`src/rtl/divcfg_port.sv`:
```
module divcfg_port #(
  parameter int M_W  = 9,
  parameter int N_W  = 2,
  parameter int T_W  = 3,
  parameter int SYNC = 2
) (
  input  logic           clk,
  input  logic           rst_n,
  input  logic           ser_clk,
  input  logic           ser_dat,
  input  logic           ser_ld,
  input  logic           par_ld,
  input  logic [M_W-1:0] par_m,
  input  logic [N_W-1:0] par_n,
  output logic [M_W-1:0] cfg_m,
  output logic [N_W-1:0] cfg_n,
  output logic [T_W-1:0] cfg_t
);
  localparam int SR_W = T_W + N_W + M_W;

  logic [SYNC-1:0] sclk_p, sdat_p, sld_p, pld_p;
  logic            sclk_d;
  logic [SR_W-1:0] sr;

  wire sclk_s    = sclk_p[SYNC-1];
  wire sdat_s    = sdat_p[SYNC-1];
  wire sld_s     = sld_p[SYNC-1];
  wire pld_s     = pld_p[SYNC-1];
  wire sclk_rise = sclk_s & ~sclk_d;

  always_ff @(posedge clk or negedge rst_n)
    if (!rst_n) begin
      sclk_p <= '0;
      sdat_p <= '0;
      sld_p  <= '0;
      pld_p  <= '0;
      sclk_d <= 1'b0;
    end else begin
      sclk_p <= {sclk_p[SYNC-2:0], ser_clk};
      sdat_p <= {sdat_p[SYNC-2:0], ser_dat};
      sld_p  <= {sld_p[SYNC-2:0], ser_ld};
      pld_p  <= {pld_p[SYNC-2:0], par_ld};
      sclk_d <= sclk_s;
    end

  always_ff @(posedge clk or negedge rst_n)
    if (!rst_n)         sr <= '0;
    else if (sclk_rise) sr <= {sr[SR_W-2:0], sdat_s};

  always_ff @(posedge clk or negedge rst_n)
    if (!rst_n) begin
      cfg_m <= '1;
      cfg_n <= '1;
      cfg_t <= '0;
    end else if (!pld_s) begin
      cfg_m <= par_m;
      cfg_n <= par_n;
      cfg_t <= '0;
    end else if (sld_s) begin
      {cfg_t, cfg_n, cfg_m} <= sr;
    end
endmodule

```
`config.mk`:
```
export PLATFORM = sky130hd
export DESIGN_NAME = divcfg_port
export DESIGN_NICKNAME = d
export VERILOG_FILES = /design/src/rtl/divcfg_port.sv
export SDC_FILE = /design/constraint.sdc
export NUM_CORES = 1
export LEC_CHECK = 0
export BUFFER_PORTS_ARGS = -buffer_cell sky130_fd_sc_hd__buf_2
export CORE_MARGIN = 2
export CORE_UTILIZATION = 55
export CTS_BUF_LIST = sky130_fd_sc_hd__clkbuf_2 sky130_fd_sc_hd__clkbuf_4 sky130_fd_sc_hd__clkbuf_8
export DETAILED_ROUTE_END_ITERATION = 16
export GPL_TIMING_DRIVEN = 0
export MAX_ROUTING_LAYER = met4
export PLACE_DENSITY = 0.87
export SYNTH_ARGS = -nofsm -noshare
export SYNTH_HDL_FRONTEND = slang
export SYNTH_SLANG_ARGS = --single-unit
```
`constraint.sdc`:
```
create_clock -name clk -period 1.32 [get_ports clk]
set_input_delay 0.198 -clock clk [delete_from_list [all_inputs] [get_ports clk]]
set_output_delay 0.198 -clock clk [all_outputs]
set_load 0.02 [all_outputs]
```
Word-level counts from Yosys, hierarchy flattened
Index checks and enable logic that the tools add are counted.
{"block": "op_classes", "n_mux": 6, "eq_ne": 1, "bitwise_logic": 2}
{"op": "two-way mux 9 bit", "n": 2}
{"op": "two-way mux 3 bit", "n": 2}
{"op": "two-way mux 2 bit", "n": 2}
{"op": "inequality test 2 bit, second input constant", "n": 1}
{"op": "bitwise AND 1 bit", "n": 1}
{"op": "inverter 1 bit", "n": 1}
{"block": "word_totals", "input_bits": 17, "reg_bits": 37, "wordCells": 18}

Longest topological paths before layout
Gate-level depths: netlist of the first run.
{"block": "depth", "word_depth": 2, "mapped_depth": 4}

Worst setup path before layout of the first run
OpenSTA, ideal clock, no wires.
{"block": "synth_path", "kind": "register to register", "start": "register sclk_d", "end": "register sr[0]", "path_buffers": 2, "setup_slack_ns": 0.182, "t_arrival_ns": 1.013, "stages_incl_launch_ff": 5, "t_required_ns": 1.195, "setup_ns": 0.125, "path_cell_list": "dfrtp_1 -> nor2b_4 -> buf_6 -> buf_12 -> mux2_4"}
{"block": "synth_between", "elab_chain_cells": 2}
{"element": "start, declared", "line": "22", "rtl": "logic sclk_d;"}
{"element": "start signal, assigned", "line": "43", "rtl": "sclk_d <= sclk_s;"}
{"element": "inverter 1 bit", "line": "29", "rtl": "wire sclk_rise = sclk_s & ~sclk_d;"}
{"element": "bitwise AND 1 bit", "line": "29"}
{"element": "end signal, assigned", "line": "48", "rtl": "else if (sclk_rise) sr <= {sr[SR_W-2:0], sdat_s};"}
{"element": "end, declared", "line": "23", "rtl": "logic [SR_W-1:0] sr;"}
No other way between the ends.
A chain may end at the register's enable or synchronous reset.

Worst setup path in the final report of the first run
{"block": "layout_path", "start": "register cfg_n[0]", "end": "output port cfg_n[0]"}
{"element": "start, declared", "line": "16", "rtl": "output logic [N_W-1:0] cfg_n,"}
{"element": "start signal, assigned", "line": "57", "rtl": "cfg_n <= par_n;"}
{"element": "start signal, assigned", "line": "60", "rtl": "{cfg_t, cfg_n, cfg_m} <= sr;"}
No word-level cell between the ends.

==> flow_summary_export.csv, run 1 <==
group,metric,value,unit
routing,vias,858,
critical_path,critPathTopFamily,"flip-flops",
critical_path,worstSetupPathType,"reg -> out",
routing,vias_cell,5.05,
clock_network,post_cts_hold_buffer_count,5,
routing,detail_route.wirelength,2370,um
placed_design,gpl.final_weighted_congestion,0.743,
placed_design,dp_slack,0.137,ns
logic_synthesis,syn_area_per_cell,15.1,um^2
placed_design,io_buffers,30,
clock_network,cts.repair.resized,0,
routing,route.detailed.drc,0,
sta,max-slew-margin-rel,0.490,
clock_network,ctsRootBufferMaster,"clkbuf_4",
critical_path,worst-endpoint-arrival,1.05,ns
logic_synthesis,synth_nets,114,
finish,drive_above_1_share,0.486,
clock_network,worstSkewPairLatency,0.34,ns
clock_network,tritoncts.num_buffers,5,
critical_path,r2r_end,"sr[2]",
finish,n_antenna_cell,0,
routing,drt.antenna.violating_nets,0,
floorplanning,die_y,55.5,um
finish,design.final.nets,156,
critical_path,cpPeakStageDelay,0.55,ns
critical_path,r2r_slack,0.11,ns
logic_synthesis,yosys-top-cells-count,"dfrtp_1, mux2i_1, a21oi_1, dfstp_2, nor2_1",
logic_synthesis,seq_area_frac_synth,0.643,
placed_design,dp_hpwl,1640,um
global_route,antenna_violations_before_repair,0,
sta,setup_violations,0,
logic_synthesis,synth_warnings,0,
worst_hold_path,worst_hold_path.num_cells,3,
logic_synthesis,syn_area,0.00146,mm^2
global_route,grt_use_total,0.189,
clock_network,numClockSinks,37,
run_status,outcome,"finished, final reports clean",
finish,finalInstanceArea,0.00177,mm^2
worst_hold_path,hold_crit_path_type,"in -> reg",
routing,count_of_routing_violations_after_the_opening_detailed_route_iteration,23,
sta,slew_viol_final,0,
logic_synthesis,synth_top_cells_by_area,"dfrtp_1, dfstp_2, mux2_4",
pwr,leakage,0.000865,uW
sta,rsz0062_at_grt,"false",
critical_path,worst_setup_path_end_kind,"output port",
critical_path,critical_path.cell_chain,"buf_2",
routing,post_drt_wl_per_cell,13.9,um
global_route,grt_max_degree,38,
placed_design,placement.cell_area,0.00165,mm^2
floorplanning,start_util,0.585,
global_route,grt_pass1_vias,900,
logic_synthesis,yosysTopAreaCellShare,0.445,
critical_path,critical_path_top_delay_cell,"dfstp_2",
routing,drt-pass1-iter-count,4,
logic_synthesis,ffs_w_async_s_r_synth,1.00,
pwr,design_power_total,2970,uW
sta,layout_min_cycle_time,1.25,ns
clock_network,clkSlewWorstSetupHoldPaths,0.11,ns
floorplanning,floorplan.io_pins,31,
finish,layout-area-overhead-vs-synth,20.8,%
floorplanning,design.core.area,0.00250,mm^2
sta,skew,0.0136,ns
sta,fin_crit_sh,0.945,
logic_synthesis,instance_count_of_the_mapped_netlist,97,
worst_hold_path,hold_path.startpoint,"par_m[6]",
floorplanning,fp-row-count,18,
logic_synthesis,ys_types,13,
sta,fmax,801,MHz
critical_path,buffering_stage_count_on_the_worst_path_with_inverters_included,1,
floorplanning,dieArea,0.00309,mm^2
clock_network,tritoncts,"built",
pwr,power_density,1680,mW/mm^2
critical_path,crit_path_start_kind,"register",
global_route,grt_first_pass_wirelength,4260,um
logic_synthesis,synth_ff_type,"dfrtp_1",
critical_path,worst-path-max-fanout,2,
finish,multi_input_comb_area,464,um^2
critical_path,rr_startpoint,"sclk_d",
clock_network,htreeDepth,2,
clock_network,post-cts-setup-buffers,0,
sta,timing_hold_violations_final,0,
finish,n_fill_cell,172,
finish,register_area,940,um^2
floorplanning,fp.dieW,55.5,um
logic_synthesis,synth-seq-cells,37,
global_route,grt_remaining_overflow,0,
sta,fin_setup_tns,0,ns
sta,timing_worst_slew_pin_value,0.766,ns
run,timing.max_cap.violations,0,
logic_synthesis,synth_edf_count,0,
critical_path,worstPathRequired,1.12,ns
logic_synthesis,largest_area_contributor_in_the_netlist,"dfrtp_1",
sta,post-route-worst-setup-slack,0.0722,ns
logic_synthesis,yosys.cell_count.top_type,"dfrtp_1",
clock_network,cts_buffer_depth,2,
worst_hold_path,holdPathEnd,"cfg_m[6]",
pwr,vdd_ir_drop_max,0.00125,V
critical_path,rr_worst_depth,4,
routing by layer:
layer  wire length, um  share of wire  track usage  vias to the layer above
met5                 0              0            -                        -
li1                  -              -            -                      415
met2              1220           0.51        0.284                       21
met3               130          0.055       0.0609                        2
met4                27          0.011       0.0941                        0
met1               991           0.42        0.230                      420
cells by family (layout without fill, tap and decap cells):
| kind of cell | count (synthesis) | in the layout | synth area share |
|---|---|---|---|
| buffers and inverters | 6 | 49 | 0.0394 |
| DFF | 37 | 37 | 0.643 |
| and+or+nand+nor | 15 | 15 | 0.0505 |
| AOI/OAI and AO/OA | 11 | 11 | 0.0377 |
| muxes | 28 | 28 | 0.229 |
stage by stage:
stage / utilization / std cells / hold WS [ns]
floorplan: - / 97 / -0.0976
global placement: 0.660 / 157 / 0.303
detailed placement: 0.660 / 157 / 0.308
CTS: 0.706 / 170 / 0.0548
global route: 0.706 / 170 / 0.0565
finish: 0.706 / 170 / 0.0694
registers in the layout (all words and copies together), names as in the netlist:
| name | count |
|---|---|
| sld_p | 2 |
| cfg_m | 9 |
| cfg_t | 3 |
| pld_p | 2 |
| sclk_p | 2 |
| sdat_p | 2 |
| cfg_n | 2 |
| sr | 14 |
| sclk_d | 1 |
placed cells by master, fill, tap and decap left out, drive strengths merged:
| master | Yosys | final |
|---|---|---|
| mux2 | 14 | 14 |
| dfstp | 11 | 11 |
| dfrtp | 26 | 26 |
| nor2b | 4 | 4 |
| dlygate4sd3 | 0 | 5 |
| buf | 4 | 34 |
| a21oi | 11 | 11 |
| mux2i | 14 | 14 |
| clkbuf | 2 | 10 |
| nor2 | 11 | 11 |
cell type report:
| type | instances | share of cell area |
|---|---|---|
| clock buffers | 8 | 0.0376 |
| well taps | 30 | 0.0213 |
| plain buffers | 6 | 0.0326 |
| flip-flops and latches | 37 | 0.532 |
| multi-input cells | 54 | 0.263 |
| repair buffers | 35 | 0.113 |
worst max path at each step:
| stage | start | end | cells past startpoint |
|---|---|---|---|
| floorplan | sclk_d | sr[0] | 4 |
| global placement | sclk_d | sr[0] | 4 |
| detailed placement | sclk_d | sr[2] | 4 |
| CTS | cfg_n[0] | cfg_n[0] | 1 |
| global route | pld_p[1] | cfg_m[2] | 3 |
| finish | cfg_n[0] | cfg_n[0] | 1 |
report_power, final:
part | switching, uW | leakage, uW | total [uW] | internal (uW)
clock network | 347 | 0.0000394 | 651 | 304
logic | 291 | 0.000392 | 683 | 392
registers | 189 | 0.000434 | 1630 | 1440
No activity file was read; power rests on OpenSTA's default activity.
==> run 2, diff against run 1 <==
--- a/config.mk
+++ b/config.mk
@@ -12,7 +12,7 @@
 export DETAILED_ROUTE_END_ITERATION = 16
 export GPL_TIMING_DRIVEN = 0
 export MAX_ROUTING_LAYER = met4
-export PLACE_DENSITY = 0.87
+export PLACE_DENSITY = 0.84
 export SYNTH_ARGS = -nofsm -noshare
 export SYNTH_HDL_FRONTEND = slang
 export SYNTH_SLANG_ARGS = --single-unit
==> run 2 against run 1 <==
  * Die area unchanged
  * Count of clock-buffer cells in the layout down 1
  * Total power up 5.3%
  * Wire length down 0.97%
  * Maximum frequency up 1.3%
  * Critical path depth unchanged
  * Critical path type unchanged
  * Critical endpoint is now cfg_n[1]
  * Largest cell class unchanged
==> flow_summary_export.csv, run 2 (same netlist as run 1, synthesis figures left out) <==
group,metric,value,unit
clock_network,cts.repair.resized,0,
clock_network,post-cts-setup-buffers,0,
finish,finalInstanceArea,0.00179,mm^2
finish,layout-area-overhead-vs-synth,22.3,%
pwr,power_density,1750,mW/mm^2
clock_network,tritoncts.num_buffers,5,
pwr,leakage,0.000875,uW
floorplanning,dieArea,0.00309,mm^2
finish,n_fill_cell,172,
finish,stdcell_count,170,
clock_network,worstSkewPairLatency,0.33,ns
clock_network,clkSlewWorstSetupHoldPaths,0.11,ns
finish,design.final.nets,156,
finish,final_util,0.715,
worst_hold_path,hold_crit_path_type,"in -> reg",
finish,drive_above_1_share,0.486,
floorplanning,design.core.area,0.00250,mm^2
finish,n_antenna_cell,0,
routing,post_drt_wl_per_cell,13.8,um
global_route,grt.met1_usage,0.194,
floorplanning,start_util,0.585,
global_route,grt_max_degree,38,
sta,timing_worst_slew_pin_value,0.747,ns
finish,layout_common_cells,"buf_2, dfrtp_1, mux2i_1",
global_route,grt_pass1_vias,895,
routing,drt.antenna.violating_nets,0,
routing,vias_cell,4.96,
placed_design,placement.cell_area,0.00165,mm^2
run_status,outcome,"finished, final reports clean",
routing,drt-pass1-iter-count,2,
sta,skew,0.0122,ns
clock_network,cts_buffer_depth,2,
finish,mostFrequentLayoutCell,"buf_2",
floorplanning,fp.dieW,55.5,um
sta,max-slew-margin-rel,0.502,
sta,slew_viol_final,0,
floorplanning,floorplan.io_pins,31,
critical_path,worstPathRequired,1.12,ns
clock_network,numClockSinks,37,
clock_network,tritoncts,"built",
global_route,layer_with_the_highest_usage_after_global_routing,"met2",
global_route,grt_remaining_overflow,0,
global_route,met2_usage,0.301,
finish,regMostFlops,"sr",
sta,fmax,812,MHz
critical_path,worstSetupPathType,"reg -> out",
sta,setup_violations,0,
finish,multi_input_comb_area,464,um^2
critical_path,critical_path.cell_chain,"buf_2",
sta,layout_min_cycle_time,1.23,ns
placed_design,gpl.final_weighted_congestion,0.756,
clock_network,ctsRootBufferMaster,"clkbuf_4",
critical_path,critical_path_top_delay_cell,"dfstp_2",
placed_design,dp_hpwl,1640,um
finish,largest_reg_flops,14,
clock_network,htreeDepth,2,
critical_path,buffering_stage_count_on_the_worst_path_with_inverters_included,1,
floorplanning,fp-row-count,18,
routing,vias,844,
global_route,global_route.usage.met3,0.0492,
finish,largestRegisters,"sr x14, cfg_m x9, cfg_t x3",
critical_path,worst_setup_path_end_kind,"output port",
sta,rsz0062_at_grt,"false",
placed_design,placed_cells_incl_taps,157,
critical_path,cpPeakStageDelay,0.55,ns
clock_network,post_cts_hold_buffer_count,5,
critical_path,worst-endpoint-arrival,1.03,ns
global_route,antenna_violations_before_repair,0,
pwr,vdd_ir_drop_max,0.00146,V
routing,count_of_routing_violations_after_the_opening_detailed_route_iteration,9,
critical_path,worst-path-max-fanout,2,
floorplanning,die_y,55.5,um
critical_path,critPathTopFamily,"flip-flops",
global_route,grt_first_pass_wirelength,4010,um
placed_design,io_buffers,30,
sta,fin_crit_sh,0.933,
finish,register_area,940,um^2
sta,whs,0.0769,ns
sta,fin_setup_tns,0,ns
critical_path,crit_path_start_kind,"register",
run,timing.max_cap.violations,0,
routing,detail_route.wirelength,2350,um
sta,timing_hold_violations_final,0,
routing,route.detailed.drc,0,
global_route,grt_use_total,0.177,
==> run 2: changes by cell type in the layout (fill, tap and decap cells not counted), sizes merged <==
cell	delta
bufinv	+1
clkbuf	-1
==> run 2: cell type report <==
| class | count | share of cell area |
|---|---|---|
| Tap cell | 30 | 0.0210 |
| Sequential cell | 37 | 0.526 |
| Buffer | 6 | 0.0322 |
| Multi-Input combinational cell | 54 | 0.260 |
| Clock buffer | 7 | 0.0329 |
| Clock inverter | 1 | 0.0168 |
| Timing Repair Buffer | 35 | 0.112 |
==> run 2: layer usage <==
metal  vias up  part of all wire
met1       406              0.41
met5         -                 0
met3         5             0.041
met4         0             0.020
li1        415                 -
met2        18              0.52
==> run 2: final timing paths <==
check / startpoint / endpoint / slack (ns) / cells after the start
setup / recovery: cfg_n[1] / cfg_n[1] / 0.09 / 1
hold / removal: par_m[6] / cfg_m[6] / 0.08 / 3
setup reg to reg: sclk_p[1] / sr[3] / 0.12 / 4
hold reg to reg: sld_p[0] / sld_p[1] / 0.35 / 0
max in group asynchronous: rst_n / sr[4] / 0.38 / 2
min in group asynchronous: rst_n / sr[10] / 0.46 / 2
==> run 2: stage by stage <==
stage	power, uW	setup WS [ns]
2_1_floorplan	2110	0.182
3_5_place_dp	2330	0.130
6_report	3120	0.0881
5_1_grt	3290	0.0162
3_3_place_gp	2290	0.150
4_1_cts	3170	0.0653
==> run 2: tightest hold or removal path, cell delays in order <==
cell and delay (ns):
buf_2 0.09, nor2_1 0.07, a21oi_1 0.04
==> run 2: power breakdown <==
part | internal, uW | leakage, uW | switching (uW)
sequential | 1440 | 0.000434 | 188
clock | 473 | 0.0000489 | 343
combinational | 391 | 0.000392 | 286
total | 2310 | 0.000875 | 817
